## src/rtl/rsq_pkg.sv

```systemverilog
// Shared types for the row scan transfer sequencer.
// Assumes: nothing beyond IEEE 1800-2017.
package rsq_pkg;
    typedef enum logic [2:0] {
        ST_IDLE,   // waiting for start
        ST_READ,   // memory read issued
        ST_WAIT,   // read data arriving, captured into bus registers
        ST_SETUP,  // address/data on bus, no strobes
        ST_SEL,    // chip select asserted
        ST_WRITE,  // chip select plus write strobe
        ST_LATCH,  // second-level latch strobe
        ST_NEXT    // advance row or finish frame
    } rsq_state_e;
endpackage

```

## src/rtl/rsq_ptrs.sv

```systemverilog
// Address and data path: source read pointer, destination pointer,
// word index within the current row and the bus output registers.
// Assumes: read data is valid in the cycle after the read is issued
// (it is captured on cap_i), and word counts never exceed MAX_WORDS.
module rsq_ptrs #(
    parameter int AW        = 24,
    parameter int DW        = 16,
    parameter int MAX_WORDS = 4096,
    localparam int CW       = $clog2(MAX_WORDS + 1),
    localparam int STEP     = DW / 8
) (
    input  logic          clk,
    input  logic          rst_n,
    input  logic          ld_i,
    input  logic [AW-1:0] src_base_i,
    input  logic [AW-1:0] dst_base_i,
    input  logic [CW-1:0] word_cnt_i,
    input  logic          cap_i,
    input  logic          word_adv_i,
    input  logic          row_adv_i,
    input  logic [DW-1:0] mem_rd_data_i,
    output logic [AW-1:0] mem_addr_o,
    output logic [AW-1:0] bus_addr_o,
    output logic [DW-1:0] bus_data_o,
    output logic          cnt_zero_o,
    output logic          last_word_o
);
    logic [AW-1:0] src_ptr, dst_ptr, dst_base_q;
    logic [CW-1:0] cnt_q, widx;

    // Source pointer: loads at start, steps one word per captured read.
    always_ff @(posedge clk) begin
        if (!rst_n)      src_ptr <= '0;
        else if (ld_i)   src_ptr <= src_base_i;
        else if (cap_i)  src_ptr <= src_ptr + AW'(1);
    end

    // Destination pointer and its base: one bus word per write, restarts per row.
    always_ff @(posedge clk) begin
        if (!rst_n) begin
            dst_ptr    <= '0;
            dst_base_q <= '0;
        end else if (ld_i) begin
            dst_ptr    <= dst_base_i;
            dst_base_q <= dst_base_i;
        end else if (row_adv_i) begin
            dst_ptr    <= dst_base_q;
        end else if (word_adv_i) begin
            dst_ptr    <= dst_ptr + AW'(STEP);
        end
    end

    // Word count and word index within the current row.
    always_ff @(posedge clk) begin
        if (!rst_n) begin
            cnt_q <= '0;
            widx  <= '0;
        end else if (ld_i) begin
            cnt_q <= word_cnt_i;
            widx  <= '0;
        end else if (row_adv_i) begin
            widx  <= '0;
        end else if (word_adv_i) begin
            widx  <= widx + CW'(1);
        end
    end

    // Bus output registers: filled from memory data before the strobes start.
    always_ff @(posedge clk) begin
        if (!rst_n) begin
            bus_addr_o <= '0;
            bus_data_o <= '0;
        end else if (cap_i) begin
            bus_addr_o <= dst_ptr;
            bus_data_o <= mem_rd_data_i;
        end
    end

    assign mem_addr_o  = src_ptr;
    assign cnt_zero_o  = (cnt_q == '0);
    assign last_word_o = ((widx + CW'(1)) == cnt_q);
endmodule

```

## src/rtl/rsq_row.sv

```systemverilog
// Row bookkeeping: the row group being loaded and the row group being shown.
// Assumes: latch_i and row_adv_i come from the controller in separate cycles.
module rsq_row #(
    parameter int ROWS = 16,
    localparam int RW  = $clog2(ROWS)
) (
    input  logic          clk,
    input  logic          rst_n,
    input  logic          ld_i,
    input  logic          latch_i,
    input  logic          row_adv_i,
    output logic          last_row_o,
    output logic [RW-1:0] row_sel_o
);
    logic [RW-1:0] load_row;

    // Row being filled: cleared at start, stepped after each strobe.
    always_ff @(posedge clk) begin
        if (!rst_n)         load_row <= '0;
        else if (ld_i)      load_row <= '0;
        else if (row_adv_i) load_row <= load_row + RW'(1);
    end

    // Displayed row: switches only on the edge that ends the strobe.
    always_ff @(posedge clk) begin
        if (!rst_n)       row_sel_o <= '0;
        else if (latch_i) row_sel_o <= load_row;
    end

    assign last_row_o = (load_row == RW'(ROWS - 1));

    // the row select holds while the strobe is high, then shows the latched row.
    a_r7_hold_in_strobe: assert property (@(posedge clk) disable iff (!rst_n)
        latch_i |-> $stable(row_sel_o));
    a_r7_takes_loaded: assert property (@(posedge clk) disable iff (!rst_n)
        latch_i |=> (row_sel_o == $past(load_row)));
endmodule

```

## src/rtl/rsq_ctrl.sv

```systemverilog
// Sequencing state machine: per word read, wait, setup, select, write;
// per row strobe and advance; frame end after the last row.
// Assumes: req_zero_i reflects word_cnt_i in the start cycle and
// cnt_zero_i reflects the captured count afterwards.
module rsq_ctrl
    import rsq_pkg::*;
(
    input  logic clk,
    input  logic rst_n,
    input  logic start_i,
    input  logic req_zero_i,
    input  logic cnt_zero_i,
    input  logic last_word_i,
    input  logic last_row_i,
    output logic ld_o,
    output logic rd_o,
    output logic cap_o,
    output logic word_adv_o,
    output logic latch_o,
    output logic row_adv_o,
    output logic done_o,
    output logic busy_o,
    output logic cs_o,
    output logic we_o
);
    rsq_state_e st, st_nx;

    // State register.
    always_ff @(posedge clk) begin
        if (!rst_n) st <= ST_IDLE;
        else        st <= st_nx;
    end

    // Next-state choice.
    always_comb begin
        st_nx = st;
        unique case (st)
            ST_IDLE:  if (start_i) st_nx = req_zero_i ? ST_LATCH : ST_READ;
            ST_READ:  st_nx = ST_WAIT;
            ST_WAIT:  st_nx = ST_SETUP;
            ST_SETUP: st_nx = ST_SEL;
            ST_SEL:   st_nx = ST_WRITE;
            ST_WRITE: st_nx = last_word_i ? ST_LATCH : ST_READ;
            ST_LATCH: st_nx = ST_NEXT;
            ST_NEXT:  st_nx = last_row_i ? ST_IDLE
                                         : (cnt_zero_i ? ST_LATCH : ST_READ);
            default:  st_nx = ST_IDLE;
        endcase
    end

    // Decoded controls.
    assign ld_o       = (st == ST_IDLE) && start_i;
    assign rd_o       = (st == ST_READ);
    assign cap_o      = (st == ST_WAIT);
    assign word_adv_o = (st == ST_WRITE);
    assign latch_o    = (st == ST_LATCH);
    assign row_adv_o  = (st == ST_NEXT) && !last_row_i;
    assign done_o     = (st == ST_NEXT) && last_row_i;
    assign busy_o     = (st != ST_IDLE);
    assign cs_o       = (st == ST_SEL) || (st == ST_WRITE);
    assign we_o       = (st == ST_WRITE);

    // the write strobe rises only after a cycle of chip select alone.
    a_r5_we_after_cs: assert property (@(posedge clk) disable iff (!rst_n)
        $rose(we_o) |-> ($past(cs_o) && cs_o));
    // frame-done is one cycle wide and leaves the sequencer idle.
    a_r8_done_pulse: assert property (@(posedge clk) disable iff (!rst_n)
        done_o |=> (!done_o && !busy_o));
endmodule

```

## src/rtl/rsq_top.sv

```systemverilog
// Row scan transfer sequencer top: streams one row group of words per scan
// row from memory to the panel bus, strobes the second-level latch, moves
// the row select, and repeats for ROWS groups per frame.
// Assumes: a synchronous memory with one cycle of read latency.
module rsq_top #(
    parameter int AW        = 24,
    parameter int DW        = 16,
    parameter int MAX_WORDS = 4096,
    parameter int ROWS      = 16,
    localparam int CW       = $clog2(MAX_WORDS + 1),
    localparam int RW       = $clog2(ROWS)
) (
    input  logic          clk,
    input  logic          rst_n,
    input  logic          start_i,
    input  logic [AW-1:0] src_base_i,
    input  logic [AW-1:0] dst_base_i,
    input  logic [CW-1:0] word_cnt_i,
    output logic          busy_o,
    output logic          frame_done_o,
    output logic          mem_rd_en_o,
    output logic [AW-1:0] mem_addr_o,
    input  logic [DW-1:0] mem_rd_data_i,
    output logic [AW-1:0] bus_addr_o,
    output logic [DW-1:0] bus_data_o,
    output logic          bus_cs_o,
    output logic          bus_we_o,
    output logic          row_latch_o,
    output logic [RW-1:0] row_sel_o
);
    logic ld, cap, word_adv, row_adv;
    logic cnt_zero, last_word, last_row, req_zero;

    assign req_zero = (word_cnt_i == '0);

    rsq_ctrl u_ctrl (
        .clk(clk), .rst_n(rst_n), .start_i(start_i), .req_zero_i(req_zero),
        .cnt_zero_i(cnt_zero), .last_word_i(last_word), .last_row_i(last_row),
        .ld_o(ld), .rd_o(mem_rd_en_o), .cap_o(cap), .word_adv_o(word_adv),
        .latch_o(row_latch_o), .row_adv_o(row_adv), .done_o(frame_done_o),
        .busy_o(busy_o), .cs_o(bus_cs_o), .we_o(bus_we_o)
    );

    rsq_ptrs #(.AW(AW), .DW(DW), .MAX_WORDS(MAX_WORDS)) u_ptrs (
        .clk(clk), .rst_n(rst_n), .ld_i(ld), .src_base_i(src_base_i),
        .dst_base_i(dst_base_i), .word_cnt_i(word_cnt_i), .cap_i(cap),
        .word_adv_i(word_adv), .row_adv_i(row_adv), .mem_rd_data_i(mem_rd_data_i),
        .mem_addr_o(mem_addr_o), .bus_addr_o(bus_addr_o), .bus_data_o(bus_data_o),
        .cnt_zero_o(cnt_zero), .last_word_o(last_word)
    );

    rsq_row #(.ROWS(ROWS)) u_row (
        .clk(clk), .rst_n(rst_n), .ld_i(ld), .latch_i(row_latch_o),
        .row_adv_i(row_adv), .last_row_o(last_row), .row_sel_o(row_sel_o)
    );

    // address and data stay put while the chip select is asserted.
    a_r5_bus_stable: assert property (@(posedge clk) disable iff (!rst_n)
        (bus_cs_o && $past(bus_cs_o)) |-> ($stable(bus_addr_o) && $stable(bus_data_o)));
    // the row strobe never overlaps a bus access.
    a_r6_strobe_no_cs: assert property (@(posedge clk) disable iff (!rst_n)
        row_latch_o |-> !bus_cs_o);
    // no memory read is issued outside a frame.
    a_r10_read_only_busy: assert property (@(posedge clk) disable iff (!rst_n)
        mem_rd_en_o |-> busy_o);
endmodule

```

## config.mk

```make
export PLATFORM = sky130hd
export DESIGN_NAME = rsq_top
export DESIGN_NICKNAME = d
export VERILOG_FILES = /design/src/rtl/rsq_pkg.sv /design/src/rtl/rsq_ptrs.sv /design/src/rtl/rsq_row.sv /design/src/rtl/rsq_ctrl.sv /design/src/rtl/rsq_top.sv
export SDC_FILE = /design/constraint.sdc
export NUM_CORES = 1
export LEC_CHECK = 0
export ABC_AREA = 1
export BUFFER_PORTS_ARGS = -buffer_cell sky130_fd_sc_hd__buf_2
export CAP_MARGIN = 20
export CORE_ASPECT_RATIO = 0.8
export CORE_MARGIN = 2
export CORE_UTILIZATION = 50
export CTS_BUF_LIST = sky130_fd_sc_hd__clkbuf_2
export CTS_CLUSTER_DIAMETER = 80
export DETAILED_ROUTE_END_ITERATION = 10
export PLACE_DENSITY = 0.74
export SYNTH_ARGS = -nofsm -noshare
export SYNTH_HDL_FRONTEND = slang
export SYNTH_HIERARCHICAL = 1
export SYNTH_SLANG_ARGS = --single-unit
```

## constraint.sdc

```tcl
create_clock -name clk -period 4.2 [get_ports clk]
set_input_delay 0.84 -clock clk [delete_from_list [all_inputs] [get_ports clk]]
set_output_delay 0.84 -clock clk [all_outputs]
set_load 0.005 [all_outputs]
```

# Word level (Yosys, flattened, before mapping)
# Index checks and enable logic that the tools add are counted.
# word_totals
regBits	149
output_inout_bits	74
wordCells	49
# op_classes
add_sub_neg	4
n_eq_ne	10
muxes	11
bitwise_logic	1
n_reduce_logical	13
# ops
op	n
24-bit two-way mux	5
13-bit logical NOT	2
24-bit by 1-bit adder with 24-bit output, second input constant	1
24-bit by 2-bit adder with 24-bit output, second input constant	1
3-bit case mux with 8 select lines	1
3-bit two-way mux	5
13-bit by 1-bit adder with 13-bit output, second input constant	1
13-bit == test	1
3-bit == test, second input constant	4
3-bit by 2-bit == test with 1-bit output, second input constant	2
3-bit nonzero test	2
4-bit by 1-bit adder with 4-bit output, second input constant	1
4-bit == test, second input constant	1
3-bit by 1-bit == test with 1-bit output, second input constant	1
1-bit logical AND	3
3-bit logical NOT	1
3-bit OR reduction	1
2-bit != test, second input constant	1
2-bit nonzero test	1
2-bit OR reduction	1
1-bit logical NOT	1
1-bit logical OR	1
1-bit NOT	1

# Longest topological paths before layout
# Gate-level depths: netlist (run 1).
# logic_depth
word_depth	5
depth_mapped	17
mapped_depth_nobuf	17

# Modules after synthesis
# Netlist (run 1), hierarchy kept.
# modules_own_cells
mod	instances	cells_per_inst	area_per_inst_um2	seq_area_each_um2
rsq_ptrs	1	985	6751.5	2762.6
rsq_row	1	41	321.6	160.2
rsq_ctrl	1	51	280.3	60.1
rsq_top	1	17	67.6	0.0

# Worst setup path before layout (run 1)
# Ideal clock, no wire load.
# synth_path
kind	input to register
startpoint	input start_i
endpoint	register u_ptrs.dst_ptr[16]
setup_ns	0.134
arrival_time_ns	2.010
required_ns	4.066
setup_slack_ns	2.057
cell_stages	8
path_cell_list	inv_1 > nor2_1 > nor2_1 > inv_2 > nor2_4 > inv_2 > clkbuf_1 > a31oi_1
# synth_via
elab_chain_len	2
# synth_rtl
element	line_no	rtl
from (decl)	rsq_top.sv:15	input logic start_i,
1-bit logical AND (*)	rsq_ctrl.sv:52	assign ld_o = (st == ST_IDLE) && start_i;
named net ld	rsq_top.sv:31	logic ld, cap, word_adv, row_adv;
3-bit nonzero test (no line) or 24-bit two-way mux (tied branches)	--	
to (signal assigned)	rsq_ptrs.sv:44	dst_ptr <= dst_base_i;
to (signal assigned)	rsq_ptrs.sv:47	dst_ptr <= dst_base_q;
to (signal assigned)	rsq_ptrs.sv:49	dst_ptr <= dst_ptr + AW'(STEP);
to (decl)	rsq_ptrs.sv:28	logic [AW-1:0] src_ptr, dst_ptr, dst_base_q;
# The timed path passes the listed nets; every way through them passes the cells marked *.
# A chain may end at the register's enable or synchronous reset.

# Worst setup path after layout (run 1)
# layout_path
startpoint	register u_ctrl.st[0]
endpoint	output bus_we_o
# layout_via
elab_chain_len	1
# layout_rtl
element	line_no	rtl
from (decl)	rsq_ctrl.sv:26	rsq_state_e st, st_nx;
from (signal assigned)	rsq_ctrl.sv:31	else st <= st_nx;
3-bit == test	rsq_ctrl.sv:61	assign we_o = (st == ST_WRITE);
to (decl)	rsq_top.sv:27	output logic bus_we_o,
# Every way passes these cells.

==> summary.md, run 1 <==
| Metric | Value |
|---|---|
| WHS | 0.3213 ns |
| Syn Nets | 1,178 |
| Switching share of power | about 34% |
| Die Height | between 100 and 150 microns |
| Post-route setup TNS | 0 ns |
| Met2 Wirelength | ~8400 microns |
| Slew @ Worst Pin | just over 0.8 ns |
| Final hold vios | 0 |
| Routed wire length | 20,780 microns |
| Synth warn | 6 |
| Drt pass-1 iters | 5 |
| Top delay family on crit path | buffers and inverters |
| Final Critical Period | approximately 2.9 ns |
| Num CTS Buffers | 17 |
| Clock skew | ~0.024 ns |
| Clock sinks | about 150 |
| Hold_buf cts | 0 |
| Setup CP Type | reg2out |
| P_leak | 3.739 nW |
| First-pass GRT wire length | approximately 34,000 microns |
| Slew margin rel. | 45.42% |
| Total gr overflow | 0 |
| Commonest cells after routing, fill and taps aside | nand2_1, buf_2, dfxtp_1 |
| Power per cell area | roughly 350 nW/um^2 |
| Routed wire per std cell | ~15 microns |
| R2R Setup Slk | ~1.5 ns |
| Total power | ~3 mW |
| Final Max Tran Viols | 0 |
| Min-Delay Path Class | in2reg |
| Final design utilization | a little under 60% |
| Sw power | a little over 1 mW |
| Die W | roughly 140 microns |
| Yosys cell types | 38 |
| Synth-to-Final Area Change | 14.92% |
| Residual DRC | 0 |
| Worst Setup Start Kind | flop |
| Post-Syn Area per Cell | roughly 6.8 sq um |
| Max Cap Viol | 0 |
| Post-DP HPWL | roughly 15,000 microns |
| CP arrival | 2.05 ns |
| Initial antenna violation count | 1 |
| #FFs+latches synth | approximately 150 |
| Post-synthesis simple-gate area fraction | slightly below 30% |
| Largest net degree at the start of global routing | 63 |
| Cell internal pwr | 1.954 mW |
| Final cell count without fillers | around 1.4k |
| Post-synthesis compound-gate area fraction | about 19% |
| Core area | approximately 14,000 sq um |
| Largest family of logic cells by synthesized area | simple AND/OR/NAND/NOR gates |
| Highest cell delay on the worst timing path | ~0.54 ns |
| Setup violators final | 0 |
| Number of global-route vias before repair | about 7.0k |
| Starting density of the core | between 50% and 60% |
| Total track usage | a little over a quarter |
| I/O Pins | approximately 150 |
| Status | finished, final reports clean |
| Syn Inst Count | approximately 1.1k |
| Clock network fraction of design power | 27.0% |
| Seq pwr share | 55.0% |
| Critical-path cell list | nand3_1 -> inv_1 -> buf_2 |
| PostCTS Resize Cnt | 0 |
| Clock slew at reported path FFs | about 0.24 ns |
| # H-tree levels | 4 |
| Commonest non-fill, non-tap cell in the layout | nand2_1 |
| Skew-Pair Late Insertion Delay | 0.72 ns |
| Layout cell share with drive strength beyond 1 | between 10% and 20% |
| Vias | 7,690 |
| Post-Synth Adder-Cell Area | less than 1% |
| DR iter-0 viols | 746 |
| CTS tree | built |
| Worst Path Required | ~3.4 ns |
| Worst VDD drop | between 0.2 and 0.3 mV |
| Setup Fix Bufs, Post-CTS | 0 |
| Synthesized area | 7421 sq um |
| Final RePlAce weighted congestion | around 0.93 |
| Post-layout net count | about 1.3k |
| Buf/Inv on CP | 2 |
| Die ar. | approximately 16,000 sq um |
| Dpl cells | 1,391 |
| Worst-path maximum fanout | 15 |
| IO Port Bufs | 153 |
| Root Driver | clkbuf_2 |
| Post-route ant nets | 0 |
| Metal3 WL | roughly 2200 microns |
| Combinational share of power | 18.0% |
| Maximum clock frequency | about 350 MHz |
| Bufs on Longest Clock Path | 2 |
| Final period util | between 60% and 70% |
| Routed length on met1 | 10,100 microns |
| Xor/xnor share of the synthesized area | under 10% |
| Drt via density | around 5.4 |
| Mux contribution to synthesized area | 0% |
| Uppermost layer routed | met4 |
| Slowest CP cell | dfxtp_1 |
| Rows | 39 |
| RSZ-0062 raised after global routing | false |
| Type of destination of the critical path | output port |
| Post-synthesis sequential area ratio | between 40% and 50% |
layout make-up:
type | count | area (sq um)
inverters | 105 | 394.1
clock inverters | 15 | 150.1
flip-flops and latches | 149 | 2983
diodes | 2 | 5.005
fillers | 1425 | 5867
multi-input cells | 792 | 3855
repair buffers | 161 | 825.8
well taps | 184 | 230.2
clock buffers | 17 | 85.08
flip-flops by register name, indices dropped and copies added (netlist names):
signal / cells
u_ctrl/st: 3
u_ptrs/bus_addr_o: 24
u_ptrs/bus_data_o: 16
u_ptrs/cnt_q: 13
u_ptrs/dst_base_q: 24
u_ptrs/dst_ptr: 24
u_ptrs/mem_addr_o: 24
u_ptrs/widx: 13
u_row/load_row: 4
u_row/row_sel_o: 4
per-stage QoR:
stage	setup WS, ns	instance area, sq um
3_5_place_dp	1.299	8288
5_1_grt	1.077	8523
2_1_floorplan	2.057	7421
4_1_cts	1.276	8523
6_report	1.310	8528
3_3_place_gp	1.368	8288
tightest hold or removal path, stage by stage:
cell and delay [ns]:
buf_2 0.07, nor2_1 0.03, nor2_1 0.08
per-layer routing:
metal | GRT usage [%] | vias up
met3 | 8.548 | 11
met1 | 38.83 | 3489
met4 | 5.253 | 0
met2 | 37.97 | 329
met5 | 0 | -
li1 | - | 3861
power by group through the flow:
| stage | clock, mW | combinational (mW) | sequential [mW] |
|---|---|---|---|
| after floorplan | 0 | 0.342 | 1.63 |
| after global placement | 0 | 0.518 | 1.65 |
| after detailed placement | 0 | 0.528 | 1.65 |
| after CTS | 0.822 | 0.530 | 1.63 |
| after global routing | 0.886 | 0.603 | 1.65 |
| final | 0.799 | 0.535 | 1.63 |
synth_stat cells:
cell type | count | area, sq um
nand3b_1 | 5 | 37.54
nor2_1 | 121 | 454.2
nor3_2 | 7 | 70.07
o21ai_2 | 1 | 8.760
xor2_1 | 20 | 175.2
nand3_1 | 47 | 235.2
o22ai_1 | 1 | 6.260
buf_2 | 7 | 35.03
clkbuf_1 | 33 | 123.9
nor4_1 | 1 | 6.260
nand3_2 | 1 | 10.01
a31oi_1 | 18 | 112.6
nand3_4 | 1 | 17.52
o21ai_0 | 114 | 570.6
buf_1 | 6 | 22.52
ha_1 | 4 | 50.05
a22oi_1 | 15 | 112.6
a21o_1 | 2 | 15.01
inv_2 | 8 | 30.03
dfxtp_1 | 149 | 2983
and3_1 | 1 | 6.260
nor2_2 | 10 | 62.56
nand4_1 | 11 | 68.82
nor3_4 | 1 | 16.27
nand2_1 | 260 | 975.9
nor3_1 | 12 | 60.06
xnor2_1 | 5 | 43.79
a21oi_1 | 107 | 535.5
nand2_2 | 7 | 43.79
nor2_4 | 6 | 67.56
o21ai_1 | 7 | 35.03
inv_1 | 96 | 360.4
buf_4 | 2 | 15.01
o211ai_1 | 3 | 22.52
or2_0 | 1 | 6.260
o21bai_1 | 2 | 15.01
or2_2 | 1 | 6.260
clkinv_1 | 1 | 3.750
kinds of logic (layout without fill, tap and decap cells):
group | after synthesis | in the layout
buf+inv | 153 | 298
other cells | 0 | 2
simple gates | 493 | 493
xor+xnor | 25 | 25
flops | 149 | 149
compound gates | 270 | 270
fa+ha+maj | 4 | 4
final timing paths:
check                                       end                                from  depth (start not counted)
max                                    bus_we_o           u_ctrl/st[0]$_SDFFE_PN0P_                          3
max reg2reg      u_ptrs/dst_ptr[2]$_SDFFE_PN0P_      u_row/load_row[0]$_SDFFE_PP0P_                         10
min reg2reg  u_ptrs/dst_base_q[15]$_SDFFE_PN0P_  u_ptrs/dst_base_q[15]$_SDFFE_PN0P_                          2
min           u_ptrs/bus_data_o[0]$_SDFFE_PN0P_                    mem_rd_data_i[0]                          3
No activity file was read; power rests on OpenSTA's default activity.
==> run 2, diff against run 1 <==
--- a/config.mk
+++ b/config.mk
@@ -5,7 +5,7 @@
 export SDC_FILE = /design/constraint.sdc
 export NUM_CORES = 1
 export LEC_CHECK = 0
-export ABC_AREA = 1
+export ABC_AREA = 0
 export BUFFER_PORTS_ARGS = -buffer_cell sky130_fd_sc_hd__buf_2
 export CAP_MARGIN = 20
 export CORE_ASPECT_RATIO = 0.8
==> constraint.sdc (replaced) <==
create_clock -name clk -period 2.81 [get_ports clk]
set_input_delay 0.562 -clock clk [delete_from_list [all_inputs] [get_ports clk]]
set_output_delay 0.562 -clock clk [all_outputs]
set_load 0.005 [all_outputs]
==> run 2 against run 1 <==
Against the previous run:
- cell count decreased by 17%
- wire length shrank 12%
- sequential share of layout area is 0.13 points higher
- die area is 3.2% lower
- worst setup slack got worse by 0.99 ns
==> summary.md, run 2 <==
| Metric | Value |
|---|---|
| Seq pwr share | between 50% and 60% |
| Top-count cell post-synth | dfxtp_1 |
| Status | finished, final reports clean |
| I/O Pins | roughly 150 |
| Switching share of power | between 30 and 40% |
| Initial antenna violation count | 1 |
| Synth warn | 6 |
| Worst Setup Start Kind | flop |
| Async set-reset flop share out of synthesis | 0% |
| Vias | 6,592 |
| Cells on worst reg2reg path | 9 |
| Worst-path maximum fanout | 4 |
| Hold-critical path depth | 3 |
| Post-route setup TNS | 0 ns |
| Min-Delay Path Class | in2reg |
| Layout cell share with drive strength beyond 1 | between 20% and 30% |
| Most instantiated cells after synthesis | dfxtp_1, nor2_1, mux2i_1 |
| Top area cells in the synthesized netlist | dfxtp_1, mux2i_1, nor2_1, xor2_1, a21oi_1 |
| Clock skew | 0.03824 ns |
| DR iter-0 viols | 490 |
| Starting density of the core | between 50 and 60% |
| Rows | 39 |
| Largest net degree at the start of global routing | between 50 and 60 |
| Yosys cell types | 70 |
| Die ar. | approximately 15,000 sq um |
| Slew @ Worst Pin | 0.7602 ns |
| Routed wire per std cell | approximately 15 microns |
| Multi-input gate area | 3915 sq um |
| Fillers | roughly 1.3k |
| Synth-to-Final Area Change | 18.33% |
| Bufs on Longest Clock Path | 2 |
| CTS tree | built |
| Type of destination of the critical path | output port |
| Core area | between 10,000 and 15,000 sq um |
| Commonest non-fill, non-tap cell in the layout | buf_2 |
| Clock slew at reported path FFs | about 0.23 ns |
| Syn Nets | between 900 and 1k |
| Cell internal pwr | roughly 3.2 mW |
| Drt via density | approximately 5.6 |
| Worst Path Required | ~2.3 ns |
| Syn Inst Count | about 830 |
| Final Max Tran Viols | 0 |
| Final RePlAce weighted congestion | between 0.8 and 0.9 |
| Worst VDD drop | between 0.3 and 0.4 mV |
| Final Critical Period | between 2 and 2.5 ns |
| Number of flops mapped to enable cells by yosys | 0 |
| CP arrival | 1.93 ns |
| Total track usage | 24.03% |
| Die Height | roughly 110 microns |
| Post-synthesis sequential area ratio | about two fifths |
| Setup violators final | 0 |
| Skew-Pair Late Insertion Delay | slightly above 0.7 ns |
| Synthesized area | between 7000 and 8000 sq um |
| Clock sinks | roughly 150 |
| Post-DP HPWL | about 13,000 microns |
| Slew margin rel. | about half |
| Final design utilization | around 60% |
| Drt pass-1 iters | 5 |
| #FFs+latches synth | 149 |
| Root Driver | clkbuf_2 |
| Setup CP Type | reg2out |
| Final hold vios | 0 |
| Post-Syn Area per Cell | between 8 and 9 sq um |
| Synth Flop Type | dfxtp_1 |
| Clock network fraction of design power | 29.2% |
| Combinational share of power | ~18% |
| Total gr overflow | 0 |
| Final period util | approximately nine tenths |
| Post-synth top area cell | dfxtp_1 |
| First-pass GRT wire length | 29,550 microns |
| Residual DRC | 0 |
| Register area | roughly 3000 sq um |
| Number of global-route vias before repair | about 5.8k |
| Die W | around 140 microns |
| RSZ-0062 raised after global routing | false |
| Power per cell area | 547.6 nW/um^2 |
| Maximum clock frequency | 401.1 MHz |
| IO Port Bufs | between 150 and 200 |
| Commonest cells after routing, fill and taps aside | buf_2, dfxtp_1, nor2_1 |
| Sw power | between 1 and 1.5 mW |
| Synth top area share | between 40 and 50% |
| Max Cap Viol | 0 |
| Post-layout net count | 1,063 |
| # H-tree levels | 4 |
| Num CTS Buffers | 17 |
| P_leak | approximately 3.4 nW |
| Total power | 4.652 mW |
| Post-route ant nets | 0 |
| Routed wire length | around 18,000 microns |
## run 2: changes by cell type in the layout (fill, tap and decap cells not counted), sizes merged, moves of 12 or more
cell / delta
nand2: -208
inv: -88
o21ai: -81
mux2i: +79
a21oi: -62
nand3: -29
xnor2: +19
nand4: +14
a211oi: +13
nor2: -12
nor2b: +12
## run 2: power by group through the flow
stage	clock network, mW	logic, mW	registers, mW
final	1.36	0.857	2.44
after global routing	1.50	0.951	2.46
after CTS	1.41	0.845	2.43
after floorplan	0	0.575	2.43
after global placement	0	0.825	2.47
after detailed placement	0	0.836	2.48
## run 2: per-stage QoR
stage | cell area, sq um | cells | hold WS, ns | setup WS [ns]
2_1_floorplan | 7179 | 832 | 0.4422 | 0.4523
3_5_place_dp | 8104 | 1133 | 0.4547 | 0.2201
5_1_grt | 8496 | 1177 | 0.002203 | 0.09657
3_3_place_gp | 8104 | 1133 | 0.4525 | 0.3076
6_report | 8496 | 1177 | 0.08189 | 0.3172
4_1_cts | 8418 | 1169 | 0.0006437 | 0.1943
## run 2: routing by layer
metal  track usage, %  routed length [microns]  vias up  share of wire (%)
met3            5.807                     1239       16                6.8
met2            35.74                     8068      223                 44
met5                0                        0        -                  0
met1            34.99                     8720     3082                 48
li1                 -                        -     3271                  -
met4            5.646                      206        0                1.1
## run 2: final cells by class
type / instances / area share [%]
Sequential cell: 149 / 35.11
Inverter: 18 / 0.7953
Multi-Input combinational cell: 611 / 46.08
Timing Repair Buffer: 182 / 12.05
Antenna cell: 1 / 0.02946
Tap cell: 184 / 2.710
Clock inverter: 14 / 2.165
Clock buffer: 18 / 1.060
## run 2: cells by family after synthesis
kind of cell | after synthesis | share of synthesized area, %
buffers and inverters | 72 | 4.165
AOI/OAI and AO/OA | 158 | 14.26
adders and majority gates | 4 | 0.6971
and+or+nand+nor | 317 | 21.85
muxes | 79 | 11.01
xor gates and xnor gates | 53 | 6.466
DFF | 149 | 41.55
## run 2: final timing paths
kind                                         to                                from  slack, ns
max                                frame_done_o      u_row/load_row[0]$_SDFFE_PP0P_       0.32
max reg2reg           u_ctrl/st[1]$_SDFFE_PN0P_         u_ptrs/widx[0]$_SDFFE_PP0P_       0.40
min reg2reg  u_ptrs/dst_base_q[22]$_SDFFE_PN0P_  u_ptrs/dst_base_q[22]$_SDFFE_PN0P_       0.48
min           u_ptrs/bus_data_o[0]$_SDFFE_PN0P_                    mem_rd_data_i[0]       0.08
## run 2: worst max-delay path, stage by stage, from the launching register on
cell and delay (ns):
dfxtp_1 0.44, ha_1 0.22, and3_1 0.27, inv_1 0.06, nor2_1 0.13, buf_2 0.13
## run 2: repair_timing
item | in CTS | in global routing
buffers inserted | 0 | 0
endpoints found under the setup margin | 0 | 1
gates resized for setup | 0 | 1
hold buffers | 4 | 7
endpoints found under the hold margin | 4 | 7
